### src/rtl/pcs_pkg.sv
// Shared constants, types and per-control tables for the picture sequencer.
// Assumes five controls with fixed IDs 0..4; all other IDs are unknown.
package pcs_pkg;

    localparam int N_CTRL = 5;
    localparam int LVL_W  = 10;

    typedef enum logic [2:0] {
        C_BRIGHT   = 3'd0,
        C_CONTRAST = 3'd1,
        C_SAT      = 3'd2,
        C_HUE      = 3'd3,
        C_TEST     = 3'd4
    } ctrl_e;

    typedef enum logic [1:0] {
        OP_NONE = 2'd0,
        OP_IDX  = 2'd1,
        OP_DATA = 2'd2,
        OP_READ = 2'd3
    } op_e;

    typedef struct packed {
        op_e        kind;
        logic [7:0] byte_v;
    } op_t;

    localparam logic [11:0] LVL_FLOOR = 12'h0F3;
    localparam logic [11:0] LVL_CEIL  = 12'h3FF;

    localparam logic [7:0] IX_BLACK  = 8'h0E;
    localparam logic [7:0] IX_WHITE  = 8'h1E;
    localparam logic [7:0] IX_SAT_A  = 8'h20;
    localparam logic [7:0] IX_SAT_B  = 8'h22;
    localparam logic [7:0] IX_HUE    = 8'h25;
    localparam logic [7:0] IX_TEST   = 8'h05;
    localparam logic [7:0] TEST_MASK = 8'h02;

    // Largest legal value of each control
    function automatic int ctrl_max(input int i);
        case (i)
            0:       return 268;
            1:       return 1023;
            2:       return 255;
            3:       return 255;
            default: return 1;
        endcase
    endfunction

    // Value each control holds after reset
    function automatic int ctrl_reset(input int i);
        case (i)
            0:       return 127;
            1:       return 127;
            2:       return 165;
            default: return 0;
        endcase
    endfunction

    // Number of sequence steps issued for a change of a control
    function automatic int seq_len(input ctrl_e k);
        case (k)
            C_BRIGHT, C_CONTRAST: return 8;
            C_SAT:                return 4;
            C_HUE:                return 2;
            default:              return 3;
        endcase
    endfunction

endpackage

### src/rtl/pcs_store.sv
// Setting store and request validation.
// Holds one LVL_W-bit value per control and classifies the presented
// request as unknown, out of range, unchanged or a change.
// Assumes acc is high only in a cycle where the request is taken.
module pcs_store
    import pcs_pkg::*;
#(
    parameter int VAL_W = 12
) (
    input  logic             clk,
    input  logic             rst_n,
    input  logic             acc,
    input  logic [2:0]       id,
    input  logic [VAL_W-1:0] val,
    output logic             is_err,
    output logic             is_change,
    output logic [LVL_W-1:0] cur [N_CTRL]
);

    logic             known;
    logic [LVL_W-1:0] cur_sel;
    int               max_sel;
    logic             same;
    logic             in_range;

    // Select the stored value and legal maximum of the addressed control
    always_comb begin
        cur_sel = '0;
        max_sel = 0;
        known   = 1'b0;
        for (int i = 0; i < N_CTRL; i++) begin
            if (id == 3'(i)) begin
                cur_sel = cur[i];
                max_sel = ctrl_max(i);
                known   = 1'b1;
            end
        end
    end

    // Classify the request
    always_comb begin
        same      = known && (32'(val) == 32'(cur_sel));
        in_range  = 32'(val) <= 32'(max_sel);
        is_err    = !known || (!same && !in_range);
        is_change = known && !same && in_range;
    end

    // One register per control, loaded on an accepted change
    for (genvar g = 0; g < N_CTRL; g++) begin : g_slot
        always_ff @(posedge clk) begin
            if (!rst_n)
                cur[g] <= LVL_W'(ctrl_reset(g));
            else if (acc && is_change && id == 3'(g))
                cur[g] <= val[LVL_W-1:0];
        end
    end

endmodule

### src/rtl/pcs_levels.sv
// Black and white level arithmetic from brightness and contrast.
// Assumes brightness <= 268 and contrast <= 1023, which the store enforces.
module pcs_levels
    import pcs_pkg::*;
(
    input  logic [LVL_W-1:0] bright,
    input  logic [LVL_W-1:0] contrast,
    output logic [LVL_W-1:0] black,
    output logic [LVL_W-1:0] white
);

    logic [11:0] base;
    logic [11:0] lo;
    logic [11:0] hi;

    // Offset brightness, then clamp the difference and the sum
    always_comb begin
        base  = {2'b00, bright} + LVL_FLOOR;
        lo    = base - {2'b00, contrast};
        hi    = base + {2'b00, contrast};
        black = (contrast > bright) ? LVL_FLOOR[LVL_W-1:0] : lo[LVL_W-1:0];
        white = (hi > LVL_CEIL) ? LVL_CEIL[LVL_W-1:0] : hi[LVL_W-1:0];
    end

endmodule

### src/rtl/pcs_seq.sv
// Encoder access sequencer.
// Steps through the write program of the control that changed, one strobe
// or read slot per cycle. Assumes the level and byte inputs stay stable
// while busy, which holds because no request is taken during a sequence.
module pcs_seq
    import pcs_pkg::*;
(
    input  logic             clk,
    input  logic             rst_n,
    input  logic             start,
    input  ctrl_e            start_kind,
    input  logic [LVL_W-1:0] black,
    input  logic [LVL_W-1:0] white,
    input  logic [7:0]       sat_b,
    input  logic [7:0]       hue_b,
    input  logic             test_on,
    input  logic [7:0]       rdata,
    output logic             busy,
    output logic             idx_we,
    output logic             data_we,
    output logic [7:0]       wdata
);

    ctrl_e      kind;
    logic [2:0] step;
    logic [7:0] cap;
    op_t        op;
    logic       last;
    logic [7:0] test_byte;

    // Modified byte for the read-modify-write
    always_comb test_byte = test_on ? (cap | TEST_MASK) : (cap & ~TEST_MASK);

    // Decode the current step of the active program
    always_comb begin
        op = '{kind: OP_NONE, byte_v: 8'h00};
        case (kind)
            C_BRIGHT, C_CONTRAST: begin
                case (step)
                    3'd0: op = '{OP_IDX,  IX_BLACK};
                    3'd1: op = '{OP_DATA, black[LVL_W-1:2]};
                    3'd2: op = '{OP_IDX,  IX_BLACK + 8'd1};
                    3'd3: op = '{OP_DATA, {6'b0, black[1:0]}};
                    3'd4: op = '{OP_IDX,  IX_WHITE};
                    3'd5: op = '{OP_DATA, white[LVL_W-1:2]};
                    3'd6: op = '{OP_IDX,  IX_WHITE + 8'd1};
                    default: op = '{OP_DATA, {6'b0, white[1:0]}};
                endcase
            end
            C_SAT: begin
                case (step)
                    3'd0:    op = '{OP_IDX, IX_SAT_A};
                    3'd2:    op = '{OP_IDX, IX_SAT_B};
                    default: op = '{OP_DATA, sat_b};
                endcase
            end
            C_HUE: begin
                if (step == 3'd0) op = '{OP_IDX, IX_HUE};
                else              op = '{OP_DATA, hue_b};
            end
            default: begin
                case (step)
                    3'd0:    op = '{OP_IDX,  IX_TEST};
                    3'd1:    op = '{OP_READ, 8'h00};
                    default: op = '{OP_DATA, test_byte};
                endcase
            end
        endcase
    end

    // Drive the encoder bus only while a sequence runs
    always_comb begin
        idx_we  = busy && (op.kind == OP_IDX);
        data_we = busy && (op.kind == OP_DATA);
        wdata   = busy ? op.byte_v : 8'h00;
        last    = int'(step) == seq_len(kind) - 1;
    end

    // Sequence state: start, advance, capture on the read slot, finish
    always_ff @(posedge clk) begin
        if (!rst_n) begin
            busy <= 1'b0;
            kind <= C_BRIGHT;
            step <= 3'd0;
            cap  <= 8'h00;
        end else if (start) begin
            busy <= 1'b1;
            kind <= start_kind;
            step <= 3'd0;
        end else if (busy) begin
            if (op.kind == OP_READ) cap <= rdata;
            if (last) busy <= 1'b0;
            else      step <= step + 3'd1;
        end
    end

endmodule

### src/rtl/pic_ctl_seq.sv
// Top of the picture adjustment sequencer.
// Takes one request at a time, answers one cycle later, and runs the
// encoder write program for accepted changes. Assumes the encoder returns
// the selected register on enc_rdata in the cycle after its index strobe.
module pic_ctl_seq
    import pcs_pkg::*;
#(
    parameter int VAL_W = 12
) (
    input  logic             clk,
    input  logic             rst_n,
    input  logic             req_valid,
    output logic             req_ready,
    input  logic [2:0]       req_id,
    input  logic [VAL_W-1:0] req_value,
    output logic             rsp_valid,
    output logic             rsp_err,
    output logic             enc_idx_we,
    output logic             enc_data_we,
    output logic [7:0]       enc_wdata,
    input  logic [7:0]       enc_rdata
);

    logic             accept;
    logic             is_err;
    logic             is_change;
    logic             busy;
    logic [LVL_W-1:0] cur [N_CTRL];
    logic [LVL_W-1:0] black;
    logic [LVL_W-1:0] white;
    logic             unused_hi;

    // Handshake: idle means ready
    always_comb begin
        req_ready = !busy;
        accept    = req_valid && req_ready;
        unused_hi = ^{cur[C_SAT][9:8], cur[C_HUE][9:8], cur[C_TEST][9:1]};
    end

    // Response pulse one cycle after acceptance
    always_ff @(posedge clk) begin
        if (!rst_n) begin
            rsp_valid <= 1'b0;
            rsp_err   <= 1'b0;
        end else begin
            rsp_valid <= accept;
            rsp_err   <= accept && is_err;
        end
    end

    pcs_store #(.VAL_W(VAL_W)) u_store (
        .clk       (clk),
        .rst_n     (rst_n),
        .acc       (accept),
        .id        (req_id),
        .val       (req_value),
        .is_err    (is_err),
        .is_change (is_change),
        .cur       (cur)
    );

    pcs_levels u_levels (
        .bright   (cur[C_BRIGHT]),
        .contrast (cur[C_CONTRAST]),
        .black    (black),
        .white    (white)
    );

    pcs_seq u_seq (
        .clk        (clk),
        .rst_n      (rst_n),
        .start      (accept && is_change),
        .start_kind (ctrl_e'(req_id)),
        .black      (black),
        .white      (white),
        .sat_b      (cur[C_SAT][7:0]),
        .hue_b      (cur[C_HUE][7:0]),
        .test_on    (cur[C_TEST][0]),
        .rdata      (enc_rdata),
        .busy       (busy),
        .idx_we     (enc_idx_we),
        .data_we    (enc_data_we),
        .wdata      (enc_wdata)
    );

endmodule

### config.mk
export PLATFORM = sky130hd
export DESIGN_NAME = pic_ctl_seq
export DESIGN_NICKNAME = d
export VERILOG_FILES = /design/src/rtl/pcs_pkg.sv /design/src/rtl/pcs_store.sv /design/src/rtl/pcs_levels.sv /design/src/rtl/pcs_seq.sv /design/src/rtl/pic_ctl_seq.sv
export SDC_FILE = /design/constraint.sdc
export NUM_CORES = 1
export LEC_CHECK = 0
export BUFFER_PORTS_ARGS = -buffer_cell sky130_fd_sc_hd__buf_4
export CAP_MARGIN = 20
export CORE_MARGIN = 1.5
export CORE_UTILIZATION = 50
export DETAILED_ROUTE_END_ITERATION = 10
export PLACE_DENSITY = 0.68
export SYNTH_ARGS = -nofsm -noshare
export SYNTH_HDL_FRONTEND = slang
export SYNTH_SLANG_ARGS = --single-unit
### constraint.sdc
create_clock -name clk -period 6.1 [get_ports clk]
set_input_delay 1.83 -clock clk [delete_from_list [all_inputs] [get_ports clk]]
set_output_delay 1.83 -clock clk [all_outputs]
set_load 0.05 [all_outputs]
==> impl_metrics.tcl <==
set metrics [dict create \
    clock_sinks 66 \
    core_area_mm2 0.0103 \
    relSlewSlack_pct 41.0 \
    min_period_over_period_pct 94.3 \
    drt_wl_total_um 15400 \
    syn_nets 722 \
    syn2layout_area_growth_pct 10.1 \
    nets 745 \
    synth_warnings 0 \
    synth_area_mm2 0.00531 \
    setup_tns_ns 0 \
    ctsResizeCount 0 \
    ys_async_sr_fraction_pct 0 \
    postCtsHoldBufs 0 \
    port_buffers 37 \
    floorplan.rows 37 \
    synth_cells 649 \
    cts_tree "yes" \
    min_period_ns 5.75 \
    drv_slew 0 \
    hpwl_um 11600 \
    maxCapViolCount 0 \
    multiInputGateArea_mm2 0.00371 \
    tightest_slew_ns 0.883 \
    dp.cells 797 \
    detailedPlace.worstSlack_ns 0.506 \
    min_from "u_store.cur[9]$_SDFFE_PN0P_" \
    drc 0 \
    crit_type "register to output port" \
    cts_post_setup_buffers_inserted 0 \
    hold_ws_ns 0.462 \
    cp-startpoint "u_store.cur[41]$_SDFFE_PN1P_" \
    fin_ws_ns 0.351 \
    p_leak_nw 2.50 \
    gp_congestion 0.927 \
    antenna_found_initial 0 \
    worstPathMaxFanout 10 \
    boundaryPins 39 \
    cts_buffer_depth 2 \
    synth_edf_count 0 \
    syn_avg_cell_area_um2 8.19 \
    drive_gt1_share_pct 12.6 \
    yosysSeqAreaShare_pct 24.9 \
    grt_pass1_vias 4686 \
    end_kind "output port" \
    antenna_left 0 \
    die_h_um 106 \
    drtIter0Drc 478 \
    viasPerCell 6.12 \
    nFillCells 963 \
    hp-class "register to register" \
    numCtsBuffers 9 \
    timing.rr.start "u_seq.step[1]$_SDFFE_PP0P_" \
    rsz0062_at_grt "no" \
    fmax_mhz 174 \
    cts_root_buf "clkbuf_8" \
    skew_ns 0.0142 \
    outcome "completed" \
    required_ns 4.27 \
    start_kind "register" \
    die-area_mm2 0.0113 \
    via_count 4973 \
    synth-seq-cells 66 \
    grt_use_total_pct 28.3 \
    drt-pass1-iter-count 5 \
    initial_core_util_pct 51.5 \
    path_clk_slew_ns 0.07 \
    ys.flop_type "dfxtp_1" \
    setup-violations-final 0 \
    final_cell_mix "nand2_1 (70), mux2i_1 (70), nor2_1 (67)" \
    ys_types 71 \
    worstPathArrival_ns 3.92 \
    cts_max_level 3 \
    grt_pass1_wl_um 24900 \
    final-hold-violation-count 0 \
    post_drt_wl_per_cell_um 19.0 \
    ff_latch_area_mm2 0.00132 \
    die_x_um 106 \
    powerDensity_mw_per_mm2 161 \
    power.total_mw 0.943 \
    dpl_cell_area_mm2 0.00564 \
    grt-ovfl-total 0 \
    irDropWorstVdd_v 0.000138 \
    clk-insertion-delay-late_ns 0.34 \
    fin_area_mm2 0.00585 \
    postLayoutCoreUtil_pct 56.7 \
    fin_cells 813 \
    antennaDiodeCount 0 \
    grt_max_degree 49 \
]
-- registers in the layout, summed over array words and instances, names as in the netlist --
name	flops
u_seq.cap	7
u_store.cur	50
rsp_err	1
rsp_valid	1
u_seq.busy	1
u_seq.kind	3
u_seq.step	3
-- synthesized netlist by cell type (all sizes together), types with 9 or more instances --
master	instances	area (um2)
mux2i	70	701
a21oi	33	165
nor3	15	75.1
buf	14	110
nor2b	12	75.1
nand3	11	55.1
ha	45	563
nand2	70	263
xnor2	23	201
nand2b	9	56.3
o21ai	29	156
clkbuf	16	60.1
nor2	68	258
inv	36	135
dfxtp	66	1320
-- layer usage --
layer / vias to the layer above / routed length [um] / GRT usage [%]
li1: 2379 / - / -
met1: 2391 / 6840 / 37.8
met2: 178 / 7560 / 48.5
met3: 25 / 716 / 3.13
met4: 0 / 287 / 7.34
met5: - / 0 / 0
-- worst max-delay path, stage by stage (launching register included) --
cell and delay, ns:
dfxtp_1 0.41, inv_1 0.12, ha_1 0.24, nand3b_1 0.24, xnor2_1 0.19, ha_1 0.39
inv_1 0.11, o311ai_0 0.10, buf_4 0.20, a211oi_1 0.08, or4_1 0.51, o311ai_2 0.21
a21oi_1 0.16, o31ai_2 0.30, a21oi_1 0.11, buf_4 0.20
-- power breakdown --
part | switching, mW | total, mW | leakage, nW | internal, mW
Clock | 0.180 | 0.368 | 0.0990 | 0.188
Sequential | 0.00434 | 0.438 | 0.533 | 0.433
Combinational | 0.0856 | 0.137 | 1.87 | 0.0511
-- cell families after synthesis --
kind of cell,share of synthesized area (%)
AOI/OAI and AO/OA,18.7
DFF,24.9
adders and majority gates,11.3
xor gates and xnor gates,4.78
muxes,13.9
buffers and inverters,5.89
and+or+nand+nor,20.6
-- worst paths after layout --
check	endpoint	slack (ns)	depth (start not counted)
worst max-delay path	enc_wdata[3]	0.35	15
worst min-delay path	u_store.cur[9]$_SDFFE_PN0P_	0.46	2
worst max register to register	u_seq.cap[6]$_SDFFE_PN0P_	3.23	8
worst min register to register	u_store.cur[9]$_SDFFE_PN0P_	0.46	2
-- cell type report --
cell class | instances | share of cell area [%]
sequential | 66 | 22.6
tap | 136 | 2.91
multi-input combinational | 515 | 63.4
clock buffer | 9 | 2.12
inverter | 38 | 2.44
clock inverter | 7 | 1.20
timing repair buffer | 42 | 5.39
Power figures use the tool's default switching activity.
